==> src/rtl/vic_pkg.sv <==
package vic_pkg;
  typedef struct packed {
    logic capture;
    logic accept;
    logic drop;
  } vic_strobe_t;

  typedef enum logic [1:0] {
    REG_REQ  = 2'd0,
    REG_EN   = 2'd1,
    REG_EDGE = 2'd2
  } vic_reg_e;
endpackage

==> src/rtl/vic_prio_enc.sv <==
module vic_prio_enc #(
  parameter int N  = 17,
  parameter int IW = 5
) (
  input  logic [N-1:0]  cand,
  output logic [IW-1:0] idx,
  output logic          any
);
  always_comb begin
    idx = '0;
    any = |cand;
    for (int i = N - 1; i >= 0; i--) begin
      if (cand[i]) idx = IW'(i);
    end
  end
endmodule

==> src/rtl/vic_control.sv <==
module vic_control
  import vic_pkg::*;
(
  input  logic        clk,
  input  logic        rstN,
  input  logic        anyCand,
  input  logic        heldValid,
  input  logic        ackPulse,
  output vic_strobe_t strobes,
  output logic        presenting
);
  typedef enum logic {ST_IDLE, ST_SHOW} state_e;
  state_e state;

  always_comb begin
    strobes = '0;
    case (state)
      ST_IDLE: strobes.capture = anyCand;
      ST_SHOW: begin
        if (ackPulse)        strobes.accept = 1'b1;
        else if (!heldValid) strobes.drop   = 1'b1;
      end
      default: ;
    endcase
  end

  always_ff @(posedge clk or negedge rstN) begin
    if (!rstN) state <= ST_IDLE;
    else if (strobes.capture) state <= ST_SHOW;
    else if (strobes.accept || strobes.drop) state <= ST_IDLE;
  end

  assign presenting = (state == ST_SHOW);
endmodule

==> src/rtl/vic_datapath.sv <==
module vic_datapath
  import vic_pkg::*;
#(
  parameter int          NUM_EXT = 5,
  parameter int          KEY_W   = 8,
  parameter int          NUM_INT = 8,
  parameter logic [15:0] RST_VEC = 16'hFFFC,
  localparam int NUM_MASK = NUM_EXT + 2 + NUM_INT,
  localparam int TOT      = NUM_MASK + 2,
  localparam int IDX_W    = $clog2(TOT)
) (
  input  logic               clk,
  input  logic               rstN,
  input  logic [NUM_EXT-1:0] extPin,
  input  logic [KEY_W-1:0]   keyPins,
  input  logic               trigPin,
  input  logic               convDone,
  input  logic [NUM_INT-1:0] intEvt,
  input  logic               brkReq,
  input  logic               iFlag,
  input  logic               regWr,
  input  logic [1:0]         regAddr,
  input  logic [15:0]        regWData,
  output logic [15:0]        regRData,
  input  vic_strobe_t        strobes,
  output logic               anyCand,
  output logic               heldValid,
  output logic [15:0]        vecAddr,
  output logic [IDX_W-1:0]   srcIdx,
  output logic               setIFlag
);
  localparam int KEY_SLOT = NUM_EXT;
  localparam int SH_SLOT  = NUM_EXT + 1;
  localparam int INT_BASE = NUM_EXT + 2;
  localparam int BRK_IDX  = TOT - 1;

  // pin synchronisers and edge detection
  logic [NUM_EXT-1:0] pinS1, pinS2, pinLvlQ, pinLvl, pinHit;
  logic [NUM_EXT-1:0] edgeSel;
  logic               shSel;

  genvar g;
  generate
    for (g = 0; g < NUM_EXT; g++) begin : g_pin
      // selecting the other edge flips the normalised level, which may look like an edge
      assign pinLvl[g] = pinS2[g] ~^ edgeSel[g];
      assign pinHit[g] = pinLvl[g] & ~pinLvlQ[g];
    end
  endgenerate

  always_ff @(posedge clk or negedge rstN) begin
    if (!rstN) begin
      pinS1   <= '0;
      pinS2   <= '0;
      pinLvlQ <= '0;
    end else begin
      pinS1   <= extPin;
      pinS2   <= pinS1;
      pinLvlQ <= pinLvl;
    end
  end

  // key input: falling edge of the AND of all key levels
  logic [KEY_W-1:0] keyS1, keyS2;
  logic keyAll, keyAllQ, keyHit;
  assign keyAll = &keyS2;
  assign keyHit = keyAllQ & ~keyAll;

  always_ff @(posedge clk or negedge rstN) begin
    if (!rstN) begin
      keyS1   <= '1;
      keyS2   <= '1;
      keyAllQ <= 1'b1;
    end else begin
      keyS1   <= keyPins;
      keyS2   <= keyS1;
      keyAllQ <= keyAll;
    end
  end

  // shared slot: trigger falling edge or conversion done
  logic trigS1, trigS2, shSig, shSigQ, shHit;
  assign shSig = shSel ? convDone : ~trigS2;
  assign shHit = shSig & ~shSigQ;

  always_ff @(posedge clk or negedge rstN) begin
    if (!rstN) begin
      trigS1 <= 1'b1;
      trigS2 <= 1'b1;
      shSigQ <= 1'b0;
    end else begin
      trigS1 <= trigPin;
      trigS2 <= trigS1;
      shSigQ <= shSig;
    end
  end

  // request set vector
  logic [NUM_MASK-1:0] setVec;
  always_comb begin
    setVec                          = '0;
    setVec[NUM_EXT-1:0]             = pinHit;
    setVec[KEY_SLOT]                = keyHit;
    setVec[SH_SLOT]                 = shHit;
    setVec[NUM_MASK-1:INT_BASE]     = intEvt;
  end

  // request, enable and edge registers
  logic [NUM_MASK-1:0] reqQ, enQ, swClr, ackClr;
  logic [IDX_W-1:0]    heldIdx;
  logic                rstPend, brkPend;
  logic                wrReq, wrEn, wrEdge;

  assign wrReq  = regWr && (regAddr == REG_REQ);
  assign wrEn   = regWr && (regAddr == REG_EN);
  assign wrEdge = regWr && (regAddr == REG_EDGE);
  assign swClr  = wrReq ? ~regWData[NUM_MASK-1:0] : '0;

  generate
    for (g = 0; g < NUM_MASK; g++) begin : g_ack
      assign ackClr[g] = strobes.accept && (heldIdx == IDX_W'(g + 1));
    end
  endgenerate

  always_ff @(posedge clk or negedge rstN) begin
    if (!rstN) begin
      reqQ    <= '0;
      enQ     <= '0;
      edgeSel <= '1;
      shSel   <= 1'b0;
    end else begin
      reqQ <= (reqQ & ~swClr & ~ackClr) | setVec;
      if (wrEn) enQ <= regWData[NUM_MASK-1:0];
      if (wrEdge) begin
        edgeSel <= regWData[NUM_EXT-1:0];
        shSel   <= regWData[15];
      end
    end
  end

  always_ff @(posedge clk or negedge rstN) begin
    if (!rstN) begin
      rstPend <= 1'b1;
      brkPend <= 1'b0;
    end else begin
      if (strobes.accept && heldIdx == '0) rstPend <= 1'b0;
      brkPend <= (brkPend & ~(strobes.accept && heldIdx == IDX_W'(BRK_IDX))) | brkReq;
    end
  end

  // arbitration
  logic [NUM_MASK-1:0] maskCand;
  logic [TOT-1:0]      cand;
  logic [IDX_W-1:0]    winIdx;

  assign maskCand = reqQ & enQ & {NUM_MASK{~iFlag}};
  assign cand     = {brkPend, maskCand, rstPend};

  vic_prio_enc #(.N(TOT), .IW(IDX_W)) u_enc (
    .cand (cand),
    .idx  (winIdx),
    .any  (anyCand)
  );

  // holding registers for the presented source
  logic [15:0] vecQ;
  always_ff @(posedge clk or negedge rstN) begin
    if (!rstN) begin
      heldIdx  <= '0;
      vecQ     <= RST_VEC;
      setIFlag <= 1'b0;
    end else begin
      if (strobes.capture) begin
        heldIdx <= winIdx;
        vecQ    <= RST_VEC - 16'({winIdx, 1'b0});
      end
      setIFlag <= strobes.accept;
    end
  end

  assign heldValid = (heldIdx < IDX_W'(TOT)) && cand[heldIdx];
  assign vecAddr   = vecQ;
  assign srcIdx    = heldIdx;

  // register read
  always_comb begin
    regRData = '0;
    case (regAddr)
      REG_REQ:  regRData[NUM_MASK-1:0] = reqQ;
      REG_EN:   regRData[NUM_MASK-1:0] = enQ;
      REG_EDGE: begin
        regRData[NUM_EXT-1:0] = edgeSel;
        regRData[15]          = shSel;
      end
      default: ;
    endcase
  end
endmodule

==> src/rtl/vec_irq_ctrl.sv <==
module vec_irq_ctrl
  import vic_pkg::*;
#(
  parameter int          NUM_EXT = 5,
  parameter int          KEY_W   = 8,
  parameter int          NUM_INT = 8,
  parameter logic [15:0] RST_VEC = 16'hFFFC,
  localparam int NUM_MASK = NUM_EXT + 2 + NUM_INT,
  localparam int IDX_W    = $clog2(NUM_MASK + 2)
) (
  input  logic               clk,
  input  logic               rstN,
  input  logic [NUM_EXT-1:0] extPin,
  input  logic [KEY_W-1:0]   keyPins,
  input  logic               trigPin,
  input  logic               convDone,
  input  logic [NUM_INT-1:0] intEvt,
  input  logic               brkReq,
  input  logic               iFlag,
  input  logic               ackPulse,
  input  logic               regWr,
  input  logic [1:0]         regAddr,
  input  logic [15:0]        regWData,
  output logic [15:0]        regRData,
  output logic               irqReq,
  output logic [15:0]        vecAddr,
  output logic [IDX_W-1:0]   srcIdx,
  output logic               setIFlag
);
  vic_strobe_t strobes;
  logic anyCand, heldValid;

  vic_control u_ctrl (
    .clk        (clk),
    .rstN       (rstN),
    .anyCand    (anyCand),
    .heldValid  (heldValid),
    .ackPulse   (ackPulse),
    .strobes    (strobes),
    .presenting (irqReq)
  );

  vic_datapath #(
    .NUM_EXT (NUM_EXT),
    .KEY_W   (KEY_W),
    .NUM_INT (NUM_INT),
    .RST_VEC (RST_VEC)
  ) u_dp (
    .clk       (clk),
    .rstN      (rstN),
    .extPin    (extPin),
    .keyPins   (keyPins),
    .trigPin   (trigPin),
    .convDone  (convDone),
    .intEvt    (intEvt),
    .brkReq    (brkReq),
    .iFlag     (iFlag),
    .regWr     (regWr),
    .regAddr   (regAddr),
    .regWData  (regWData),
    .regRData  (regRData),
    .strobes   (strobes),
    .anyCand   (anyCand),
    .heldValid (heldValid),
    .vecAddr   (vecAddr),
    .srcIdx    (srcIdx),
    .setIFlag  (setIFlag)
  );
endmodule

==> config.mk <==
export PLATFORM = sky130hd
export DESIGN_NAME = vec_irq_ctrl
export DESIGN_NICKNAME = d
export VERILOG_FILES = /design/src/rtl/vic_pkg.sv /design/src/rtl/vic_prio_enc.sv /design/src/rtl/vic_control.sv /design/src/rtl/vic_datapath.sv /design/src/rtl/vec_irq_ctrl.sv
export SDC_FILE = /design/constraint.sdc
export NUM_CORES = 1
export LEC_CHECK = 0
export BUFFER_PORTS_ARGS = -buffer_cell sky130_fd_sc_hd__buf_4
export CAP_MARGIN = 20
export CORE_UTILIZATION = 58
export DETAILED_ROUTE_END_ITERATION = 16
export PLACE_DENSITY = 0.85
export SLEW_MARGIN = 10
export SYNTH_ARGS = -nofsm -noshare
export SYNTH_HDL_FRONTEND = slang
export SYNTH_SLANG_ARGS = --single-unit
==> constraint.sdc <==
create_clock -name clk -period 3.3 [get_ports clk]
set_clock_uncertainty 0.05 [all_clocks]
set_input_delay 0.33 -clock clk [delete_from_list [all_inputs] [get_ports clk]]
set_output_delay 0.33 -clock clk [all_outputs]
set_load 0.005 [all_outputs]
==> Word-level counts from Yosys, hierarchy flattened <==
Index checks and enable logic that the tools add are counted.
{ "classes": {"add_sub_neg": 1, "n_mul": 0, "div_mod_pow": 0, "order_cmp": 2, "n_eq_ne": 18, "shifts": 0, "muxes": 31, "bitwise": 32, "n_reduce_logical": 27} }
{ "ops": {"columns": ["operator", "n"], "rows": [
  ["two-way mux 5 bit", 17],
  ["bitwise AND 15 bit", 4],
  ["NOT 15 bit", 3],
  ["equality test 5 x 4 -> 1 bit (second input constant)", 8],
  ["logical AND 1 bit", 21],
  ["equality test 5 x 3 -> 1 bit (second input constant)", 4],
  ["one-hot mux 10 bit (2 select lines)", 1],
  ["OR reduction 17 bit", 1],
  ["two-way mux 15 bit", 1],
  ["bitwise OR 15 bit", 1],
  ["one-hot mux 5 bit (3 select lines)", 1],
  ["equality test 5 x 2 -> 1 bit (second input constant)", 2],
  ["NOT 1 bit", 10],
  ["two-way mux 1 bit", 9],
  ["bitwise AND 1 bit", 8],
  ["AND reduction 8 bit", 1],
  ["subtractor 3 x 7 -> 8 bit (first input constant)", 1],
  ["less-than comparator 5 x 6 -> 1 bit (second input constant)", 1],
  ["binary-select mux 1 bit (select 5 bit)", 1],
  ["equality test 5 x 1 -> 1 bit (second input constant)", 1],
  ["equality test 5 bit (second input constant)", 1],
  ["logical NOT 5 bit", 1],
  ["less-than comparator 5 bit (second input constant)", 1],
  ["bitwise XNOR 1 bit", 5],
  ["other kinds (7)", 7]
]} }
{ "word_totals": {"regBits": 96, "latch_bits": 0, "ramBits": 0, "rom_bits": 0, "in_bits": 47, "n_memories": 0} }

==> Depth between registers and ports, before layout <==
Gate-level depths: netlist of the first run.
{ "depth": {"depth_word": 19, "mapped_depth": 9, "ltp_nobuf": 8} }

==> Cells and area by module <==
A second synthesis of the first run with hierarchy kept.
{ "unflattened": {"cells_unflattened": 345, "hier_area_um2": 3957.5} }
{ "modules_own_cells": {"columns": ["module", "instances", "cells_per_inst", "area_each_um2"], "rows": [
  ["vic_datapath", 1, 305, 3707.3],
  ["vic_prio_enc", 1, 34, 185.2],
  ["vic_control", 1, 6, 65.1]
]} }

==> Worst setup path after synthesis of the first run <==
Ideal clock, no wire load.
{ "synth_path": {"path_type": "register to register", "startpoint": "reg u_dp.enQ[12]", "endpoint": "reg u_dp.heldIdx[2], in the netlist u_dp.srcIdx[2]", "setup_time_ns": 0.125, "arrival_time_ns": 1.808, "required_ns": 3.125, "setup_slack_ns": 1.317, "stages_incl_launch_ff": 6, "path_buffers": 1, "period_less_slack_ns": 1.983, "path_cell_list": "dfrtp_1 > a22oi_2 > a41oi_2 > o41ai_4 > buf_4 > mux2_2"} }
{ "synth_between": {"elab_chain_cells": 16, "word_cells_on_any_way": 18} }
{ "synth_rtl": {"columns": ["element", "line", "source"], "rows": [
  ["start: declaration", "vic_datapath.sv:109", "logic [NUM_MASK-1:0] reqQ, enQ, swClr, ackClr;"],
  ["start signal: assignment", "vic_datapath.sv:133", "if (wrEn) enQ <= regWData[NUM_MASK-1:0];"],
  ["bitwise AND 15 bit (*) (2 in a row)", "vic_datapath.sv:156", "assign maskCand = reqQ & enQ & {NUM_MASK{~iFlag}};"],
  ["two-way mux 5 bit (14 in a row)", "vic_prio_enc.sv:13", "if (cand[i]) idx = IW'(i);"],
  ["end signal: assignment", "vic_datapath.sv:174", "heldIdx <= winIdx;"],
  ["end: declaration", "vic_datapath.sv:110", "logic [IDX_W-1:0] heldIdx;"]
]} }
Mark *: on every way between the ends. The rest lies on a longest branch, timed or not.
A chain may end at the register's enable or synchronous reset.

==> Worst setup path in the final report of the first run <==
{ "layout_path": {"startpoint": "reg u_dp.enQ[12]", "endpoint": "reg u_dp.vecQ[4], in the netlist u_dp.vecAddr[4]"} }
{ "layout_between": {"elab_chain_cells": 17, "word_cells_on_any_way": 19} }
{ "layout_rtl": {"columns": ["element", "line", "source"], "rows": [
  ["bitwise AND 15 bit (*) (2 in a row)", "vic_datapath.sv:156", null],
  ["two-way mux 5 bit (14 in a row)", "vic_prio_enc.sv:13", null],
  ["subtractor 3 x 7 -> 8 bit", "vic_datapath.sv:175", "vecQ <= RST_VEC - 16'({winIdx, 1'b0});"],
  ["end signal: assignment", "vic_datapath.sv:175", null],
  ["end: declaration", "vic_datapath.sv:166", "logic [15:0] vecQ;"]
]} }
Marked as above.

==> metrics.yaml, run 1 <==
yosys:
  seq_area_frac_synth_pct: 56.0
  post_synth_inst_count: 327
  syn-mean-instance-area_um2: 11.8
  synthTopCellsByArea: "dfrtp_1 (36%), dfstp_2 (20%), mux2_2 (7.0%)"
  ys.flop_type: "dfrtp_1"
  synth_edf_count: 0
  yosysTopAreaCellShare_pct: 35.6
  synth_area_um2: 3860
  yosysTopAreaCell: "dfrtp_1"
  synth_cell_type_count: 51
  async_flop_share_pct: 100
  ys_ff_latch: 85
  yosys_warnings: 0
job:
  cap_violations: 0
cts:
  clockRootBuffer: "clkbuf_8"
  clock-sinks: 85
  cts_max_path_buffers: 2
  clk-insertion-delay-late_ns: 0.35
  postCtsSetupBuffers: 0
  numCtsBuffers: 9
  ctsHtreeMaxLevel: 3
  cts_tree: "yes"
  clk_pin_slew_worst_paths_ns: 0.09
place:
  dp_cells: 464
  gp_congestion: 0.933
  dpl-instance-area_um2: 4420
  io_buffer_count: 75
  dp_slack_ns: 0.941
  dp_hpwl_mm: 5.75
sta:
  fin_tns_setup_ns: 0
  rsz0062_at_grt: "no"
  slew_viol_final: 0
  fmax_mhz: 426
  hold_viol_final: 0
  fin_crit_ns: 2.35
  period_share_pct: 71.1
  worst_slack_ns: 0.955
  setup_viol: 0
  worstMarginPinSlew_ns: 0.739
  timing.slew.headroom_pct: 50.6
critical_path:
  r2r_cells: 6
  reg2reg_setup_slack_ns: 0.95
  critPathLaunchType: "flop"
  cp.required_ns: 3.54
  critical-path-top-delay-family: "compound AO/OA/AOI/OAI gates"
  cp-end-kind: "flop"
  rr_startpoint: "u_dp.enQ[12]"
  cp_slowest_cell: "o41ai_4"
  arrival_ns: 2.58
  path_cells: "a22oi_2 > a41oi_2 > o41ai_4 > nor2b_2 > and4b_1 > a221o_1"
  slowest_delay_ns: 0.76
  critical_path_class: "reg -> reg"
  r2r_end: "u_dp.vecAddr[4]"
  critPathMaxFanout: 14
  path_buf_inv: 0
route:
  drt_iter0_drc: 212
  drc: 0
  dr.pass1.iters: 5
  dr_total_vias: 2811
  wl_mm: 8.21
  routedWlPerCell_um: 17.0
  via_per_inst: 5.83
  antenna_left: 0
layout:
  final_cell_area_um2: 4650
  fin_nets: 448
  drive_gt1_share_pct: 38.8
  diodes: 0
  n_fill_cell: 443
  seqCellArea_um2: 2160
  fin_cells: 482
  multi_input_area_um2: 1570
  final_common_cell: "buf_4"
  layout_common_cells: "buf_4 (75), dfrtp_1 (55), nand2_1 (34)"
  syn2layout_area_growth_pct: 20.4
power_and_ir_drop:
  internal_power_mw: 2.06
  clkPwrFrac_pct: 23.0
  power.sequential.fraction_pct: 47.5
  power.total_mw: 3.10
  pwr-share-comb_pct: 29.5
  ir_drop_mv: 0.436
  p_per_area_nw_per_um2: 667
  sw_frac_of_total_pct: 33.7
  leakage_nw: 2.05
  power.switching_mw: 1.05
min_path:
  hp-start: "extPin[2]"
  hp-class: "in -> reg"
  hold_path_end: "u_dp.pinS1[2]"
  worstHoldPathCells: 1
floorplanning:
  die_height_um: 83.6
  die_w_um: 83.6
  coreArea_um2: 6390
  start_util_pct: 60.5
  dieArea_um2: 6990
  pin_count: 86
  rows: 29
outcome:
  status: "completed"
grt:
  grt_overflow: 0
  first_global_vias: 2732
  grt_max_degree: 86
  grt_pass1_wl_mm: 13.5
  antenna_found_initial: 0
  grt_use_total_pct: 25.1
-- cells in the mapped netlist, types with 7 or more instances --
cell,n
o221ai_1,14
nand3_1,7
inv_1,7
clkbuf_1,8
nor2_1,22
a21oi_1,7
dfrtp_1,55
mux2_2,24
o21ai_0,13
buf_4,12
nand2b_1,16
dfstp_2,30
nand2_1,34
mux2i_1,16
-- cell type report --
class                           instances  area share [%]
Inverter                                7           0.565
Clock inverter                          6            1.02
Timing Repair Buffer                   77            12.9
Tap cell                               77            2.07
Sequential cell                        85            46.5
Multi-Input combinational cell        220            33.7
Clock buffer                           10            3.20
-- power by group through the flow --
stage / clock, mW / sequential, mW / combinational, mW
after floorplan: 0 / 1.41 / 0.625
after global placement: 0 / 1.47 / 0.883
after detailed placement: 0 / 1.48 / 0.907
after CTS: 0.731 / 1.47 / 0.914
after global routing: 0.777 / 1.50 / 1.01
final: 0.715 / 1.47 / 0.914
-- stage by stage --
step / util, % / hold slack, ns
floorplan: - / -0.0156
global placement: 69.2 / 0.282
detailed placement: 69.2 / 0.286
CTS: 72.3 / 0.0165
global route: 72.9 / 0.00425
finish: 72.9 / 0.0309
-- flip-flops by register name (all words and copies together), names as in the netlist, 5 cells and up --
register,count
u_dp.keyS1,8
u_dp.enQ,15
u_dp.edgeSel,5
u_dp.keyS2,8
u_dp.pinLvlQ,5
u_dp.pinS1,5
u_dp.reqQ,15
u_dp.srcIdx,5
u_dp.pinS2,5
u_dp.vecAddr,5
-- routing by layer --
| metal | up-vias | wire length [um] | global-route usage (%) | share of wire [%] |
|---|---|---|---|---|
| met5 | - | 0 | 0 | 0 |
| met4 | 0 | 179 | 11.9 | 2.2 |
| met3 | 16 | 460 | 4.75 | 5.6 |
| met2 | 110 | 4070 | 40.7 | 50 |
| met1 | 1383 | 3500 | 32.8 | 43 |
| li1 | 1302 | - | - | - |
-- worst register-to-register path, stage by stage (launching register included) --
cell	delay (ns)
dfrtp_1	0.44
a22oi_2	0.27
a41oi_2	0.21
o41ai_4	0.76
nor2b_2	0.09
and4b_1	0.21
a221o_1	0.25
-- cell families after synthesis --
family | count (synthesis) | share of synthesized area (%)
buf+inv | 30 | 4.15
other cells | 2 | 0.194
fa+ha+maj | 1 | 0.324
flops | 85 | 56.0
xor+xnor | 6 | 1.36
simple gates | 96 | 12.1
mux | 42 | 12.3
compound gates | 65 | 13.5
-- how the worst max path moves through the flow --
stage | slack [ns] | endpoint | cells past startpoint | startpoint
6_report | 0.95 | u_dp.vecAddr[4] | 6 | u_dp.enQ[12]
5_1_grt | 0.80 | u_dp.vecAddr[4] | 6 | u_dp.reqQ[8]
4_1_cts | 0.94 | u_dp.vecAddr[4] | 6 | u_dp.enQ[12]
3_5_place_dp | 0.94 | u_dp.vecAddr[4] | 6 | u_dp.enQ[12]
3_3_place_gp | 1.02 | u_dp.vecAddr[4] | 6 | u_dp.reqQ[10]
2_1_floorplan | 1.32 | u_dp.srcIdx[2] | 5 | u_dp.enQ[12]
-- repair_timing --
item                                   CTS  global route
endpoints found under the hold margin    0            12
hold buffers                             0             1
gates resized for setup                  0             0
No activity file was read; power rests on OpenSTA's default activity.
==> inputs of run 2 (changes only) <==
--- a/config.mk
+++ b/config.mk
@@ -7,9 +7,9 @@
 export LEC_CHECK = 0
 export BUFFER_PORTS_ARGS = -buffer_cell sky130_fd_sc_hd__buf_4
 export CAP_MARGIN = 20
-export CORE_UTILIZATION = 58
+export CORE_UTILIZATION = 49
 export DETAILED_ROUTE_END_ITERATION = 16
-export PLACE_DENSITY = 0.85
+export PLACE_DENSITY = 0.76
 export SLEW_MARGIN = 10
 export SYNTH_ARGS = -nofsm -noshare
 export SYNTH_HDL_FRONTEND = slang
==> constraint.sdc (replaced) <==
create_clock -name clk -period 1.9 [get_ports clk]
set_clock_uncertainty 0.05 [all_clocks]
set_input_delay 0.19 -clock clk [delete_from_list [all_inputs] [get_ports clk]]
set_output_delay 0.19 -clock clk [all_outputs]
set_load 0.005 [all_outputs]
==> metrics.yaml, run 2 (synthesized netlist as in run 1, its figures left out) <==
layout:
  multi_input_area_um2: 1640  # +4.2%
  fin_nets: 532  # +19%
  seqCellArea_um2: 2160  # unchanged
  biggestRegsByFlops: "u_dp.enQ (15), u_dp.reqQ (15)"
  drive_gt1_share_pct: 46.6  # +7.9 points
  syn2layout_area_growth_pct: 41.1
  final_cell_area_um2: 5450  # +17%
  final_util_pct: 70.9  # -1.9 points
  layout_common_cells: "buf_4 (136), dfrtp_1 (55), nand2_1 (31)"
  final_common_cell: "buf_4"
  diodes: 0  # unchanged
  n_fill_cell: 578  # +30%
route:
  wl_mm: 9.50  # +16%
  via_per_inst: 5.26  # -9.8%
  antenna_left: 0  # unchanged
  routedWlPerCell_um: 16.1  # -5.7%
  dr_total_vias: 3110  # +11%
  drt_iter0_drc: 177  # -17%
  dr.pass1.iters: 4  # -1
  drc: 0  # unchanged
floorplanning:
  die_height_um: 90.8  # +8.6%
  rows: 32  # +10%
  coreArea_um2: 7690  # +20%
  dieArea_um2: 8240  # +18%
  start_util_pct: 50.3  # -10 points
  die_w_um: 90.8  # +8.6%
  pin_count: 86  # unchanged
critical_path:
  critPathLaunchType: "flop"
  arrival_ns: 2.16  # -0.42 ns
  cp.required_ns: 2.13  # -1.41 ns
  cp-end-kind: "flop"
  path_buf_inv: 1  # +1
  critPathMaxFanout: 3  # -11
  slowest_delay_ns: 0.42  # -0.34 ns
  r2r_end: "u_dp.vecAddr[4]"
  critical-path-top-delay-family: "compound AO/OA/AOI/OAI gates"
  reg2reg_setup_slack_ns: -0.03  # -0.99 ns
  cp_slowest_cell: "dfrtp_1"
  rr_startpoint: "u_dp.reqQ[8]"
  path_cells: "a22oi_2 > a41oi_2 > buf_4 > nor3b_4 > nor2b_4 > and4b_1 > a221o_1"
  cp_num_cells: 7  # +1
  r2r_cells: 7  # +1
  critical_path_class: "reg -> reg"
sta:
  fin_crit_ns: 1.93  # -0.412 ns
  slew_viol_final: 0  # unchanged
  rsz0062_at_grt: "yes"
  whs_ns: 0.00898  # -0.0219 ns
  hold_viol_final: 0  # unchanged
  timing.slew.headroom_pct: 60.8  # +10 points
  fmax_mhz: 517  # +21%
  period_share_pct: 102  # +31 points
  setup_viol: 3  # +3
  worstMarginPinSlew_ns: 0.587  # -0.152 ns
  worst_slack_ns: -0.0334  # -0.988 ns
outcome:
  violations: "negative setup slack"
  status: "complete, but fails checks"
grt:
  grt_use_total_pct: 23.7  # -1.4 points
  first_global_vias: 3105  # +14%
  grt_overflow: 0  # unchanged
  grt_max_degree: 36  # -58%
  antenna_found_initial: 0  # unchanged
  grt_pass1_wl_mm: 15.0  # +11%
min_path:
  hp-start: "regWData[15]"
  hold_path_end: "u_dp.shSel"
  worstHoldPathCells: 2  # +1
  hp-class: "in -> reg"
cts:
  clk_pin_slew_worst_paths_ns: 0.09  # about the same
  clockRootBuffer: "clkbuf_8"
  ctsHtreeMaxLevel: 3  # unchanged
  numCtsBuffers: 9  # unchanged
  cts_max_path_buffers: 2  # unchanged
  clock-sinks: 85  # unchanged
  cts_tree: "yes"
  clk-insertion-delay-late_ns: 0.36  # about the same
power_and_ir_drop:
  p_per_area_nw_per_um2: 1130  # +69%
  ir_drop_mv: 0.720  # +65%
  leakage_nw: 2.46  # +20%
  power.total_mw: 6.14  # +98%
place:
  dpl-instance-area_um2: 4850  # +9.7%
  dp_slack_ns: -0.114  # -1.06 ns
  dp_hpwl_mm: 6.64  # +15%
  gp_congestion: 0.841  # -9.9%
  io_buffer_count: 75  # unchanged
job:
  cap_violations: 0  # unchanged
-- run 2: routing by layer --
layer	GRT usage, %	share of wire, %	wire (um)	vias to the layer above
met4	8.99	1.8	167	0
met3	4.38	4.4	422	17
met1	28.9	41	3870	1543
met2	41.6	53	5030	86
met5	0	0	0	-
li1	-	-	-	1464
-- run 2: how the worst max path moves through the flow --
stage | startpoint | endpoint | slack [ns]
CTS | u_dp.reqQ[8] | u_dp.vecAddr[4] | -0.03
finish | u_dp.reqQ[8] | u_dp.vecAddr[4] | -0.03
detailed placement | u_dp.reqQ[2] | u_dp.vecAddr[4] | -0.11
global route | u_dp.reqQ[2] | u_dp.vecAddr[4] | -0.10
floorplan | u_dp.enQ[8] | u_dp.srcIdx[2] | -0.07
global placement | u_dp.enQ[8] | u_dp.srcIdx[0] | -0.06
-- run 2: final cells by class --
type | count | area share, %
timing repair buffer | 161 | 23.5
inverter | 7 | 0.482
clock buffer | 11 | 2.80
sequential | 85 | 39.7
tap | 102 | 2.34
multi-input combinational | 220 | 30.0
clock inverter | 5 | 1.19
-- run 2: timing repair --
action | in CTS | in global routing
setup buffers | 8 | 4
endpoints found under the hold margin | 43 | 0
resized for setup | 13 | 6
pin swaps | 10 | 2
endpoints found under the setup margin | 8 | 9
hold buffers | 24 | 0
-- run 2: per-stage QoR --
stage / std cells / TNS, ns
after detailed placement: 540 / -0.445
final: 591 / -0.0733
after floorplan: 335 / -0.0759
after CTS: 588 / -0.106
after global routing: 591 / -0.630
after global placement: 540 / -0.213
-- run 2: worst register-to-register path, stage by stage, from the launching register on --
cell     delay [ns]
dfrtp_1        0.42
a22oi_2        0.25
a41oi_2        0.19
buf_4          0.19
nor3b_4        0.15
nor2b_4        0.13
and4b_1        0.23
a221o_1        0.26
-- run 2: report_power, final --
part | total (mW) | leakage, nW | internal (mW) | switching [mW]
Sequential | 2.45 | 0.933 | 2.19 | 0.263
Combinational | 2.31 | 1.43 | 1.27 | 1.04
Clock | 1.37 | 0.103 | 0.702 | 0.670
Total | 6.14 | 2.46 | 4.16 | 1.98
==> inputs of run 3 (changes only) <==
==> constraint.sdc (replaced) <==
create_clock -name clk -period 1.9 [get_ports clk]
set_clock_uncertainty 0.05 [all_clocks]
set_input_delay 0.475 -clock clk [delete_from_list [all_inputs] [get_ports clk]]
set_output_delay 0.475 -clock clk [all_outputs]
set_load 0.005 [all_outputs]
==> metrics.yaml, run 3 (synthesized netlist as in run 1, its figures left out) <==
critical_path:
  arrival_ns: 2.27  # +0.11 ns
  rr_startpoint: "u_dp.enQ[8]"
  cp-startpoint: "u_dp.enQ[8]"
  cp-end-kind: "flop"
  critical_path_class: "reg -> reg"
  cp.required_ns: 2.15  # +0.02 ns
  critPathMaxFanout: 4  # +1
  critPathLaunchType: "flop"
floorplanning:
  dieArea_um2: 8240  # unchanged
  coreArea_um2: 7690  # unchanged
  die_w_um: 90.8  # unchanged
  die_height_um: 90.8  # unchanged
  rows: 32  # unchanged
  start_util_pct: 50.3  # unchanged
  pin_count: 86  # unchanged
grt:
  use_met3_pct: 5.30  # +0.93 points
  grt_use_total_pct: 25.6  # +1.9 points
  grt_overflow: 0  # unchanged
  grt_max_degree: 35  # -2.8%
  grtUsageMet2_pct: 42.8  # +1.2 points
  use_met1_pct: 31.1  # +2.3 points
  grt_pass1_wl_mm: 16.1  # +7.2%
  top_usage_layer: "met2"
  antenna_found_initial: 0  # unchanged
  first_global_vias: 3270  # +5.3%
route:
  wl_mm: 10.5  # +10%
  antenna_left: 0  # unchanged
  via_per_inst: 5.61  # +6.6%
  drc: 0  # unchanged
  routedWlPerCell_um: 18.0  # +12%
  drt_iter0_drc: 240  # +36%
  dr_total_vias: 3270  # +5.1%
  dr.pass1.iters: 5  # +1
sta:
  fin_crit_ns: 2.03  # +0.0939 ns
  setup_viol: 8  # +5
  period_share_pct: 107  # +4.9 points
  hold_viol_final: 3  # +3
  worst_slack_ns: -0.127  # -0.0939 ns
  fmax_mhz: 493  # -4.6%
  rsz0062_at_grt: "yes"
  slew_viol_final: 0  # unchanged
  whs_ns: -0.00293  # -0.0119 ns
job:
  cap_violations: 0  # unchanged
layout:
  seqCellArea_um2: 2160  # unchanged
  biggestRegsByFlops: "u_dp.enQ (15), u_dp.reqQ (15)"
  final_common_cell: "buf_4"
  syn2layout_area_growth_pct: 42.4
  fin_nets: 524  # -1.5%
  fin_cells: 583  # -1.4%
  n_fill_cell: 528  # -8.7%
  drive_gt1_share_pct: 53.4  # +6.8 points
  layout_common_cells: "buf_4 (144), dfrtp_1 (55), dfstp_2 (30)"
  diodes: 0  # unchanged
  multi_input_area_um2: 1760  # +7.6%
cts:
  clock-sinks: 85  # unchanged
  numCtsBuffers: 9  # unchanged
  clk_pin_slew_worst_paths_ns: 0.09  # about the same
  cts_tree: "yes"
  holdBufCountCts: 0  # -100%
  ctsHtreeMaxLevel: 3  # unchanged
  clk-insertion-delay-late_ns: 0.36  # about the same
  clockRootBuffer: "clkbuf_8"
  cts_max_path_buffers: 2  # unchanged
outcome:
  status: "complete, but fails checks"
  violations: "negative hold slack, negative setup slack"
power_and_ir_drop:
  power.total_mw: 6.46  # +5.3%
  p_per_area_nw_per_um2: 1170  # +4.4%
  ir_drop_mv: 0.909  # +26%
  leakage_nw: 2.48  # +0.68%
min_path:
  hp-class: "in -> async"
place:
  gp_congestion: 0.857  # +2.0%
  io_buffer_count: 75  # unchanged
  dp_cells: 543  # +0.56%
  dp_hpwl_mm: 7.03  # +5.8%
-- run 3: final timing paths --
check,slack (ns),end,cells after the start
hold / removal,-0.003,u_dp.pinS1[2],1
max in group asynchronous,1.20,u_dp.keyS2[0],2
min in group clk,0.16,u_dp.pinS1[2],1
hold reg to reg,0.31,u_dp.keyS2[2],0
setup / recovery,-0.13,u_dp.vecAddr[4],7
setup reg to reg,-0.13,u_dp.vecAddr[4],7
-- run 3: report_power, final --
group / internal (mW) / switching, mW
sequential: 2.19 / 0.272
combinational: 1.39 / 1.24
clock: 0.702 / 0.672
total: 4.28 / 2.18
-- run 3: area by class of cell --
class,instances,area share (%)
Tap cell,102,2.32
Inverter,7,0.477
Clock buffer,11,2.77
Sequential cell,85,39.3
Timing Repair Buffer,153,22.0
Multi-Input combinational cell,220,32.0
Clock inverter,5,1.16
-- run 3: per-layer routing --
layer	wire, um	share of wire [%]
met1	4090	39
met2	5360	51
met3	595	5.7
met4	441	4.2
met5	0	0
-- run 3: critical path, cell delays in order, from the launching register on --
cell,delay (ns)
dfrtp_1,0.42
a22oi_2,0.23
buf_4,0.17
a21oi_1,0.13
a211oi_2,0.33
o21ba_2,0.22
nand3b_1,0.09
a221o_1,0.33
-- run 3: metrics by stage --
stage          instance area, um2  setup TNS [ns]  util [%]  worst slack [ns]
3_5_place_dp                 4900          -0.828      63.7            -0.157
5_1_grt                      5500           -1.09      71.6            -0.185
4_1_cts                      5340       -0.000608      69.5         -0.000608
6_report                     5500          -0.555      71.6            -0.127
3_3_place_gp                 4900          -0.504      63.7            -0.125
2_1_floorplan                3900         -0.0759         -           -0.0701
-- run 3: repair_timing --
item	CTS	global route
endpoints found under the setup margin	9	13
resized for setup	19	29
buffers inserted	19	6
pin swaps	18	14
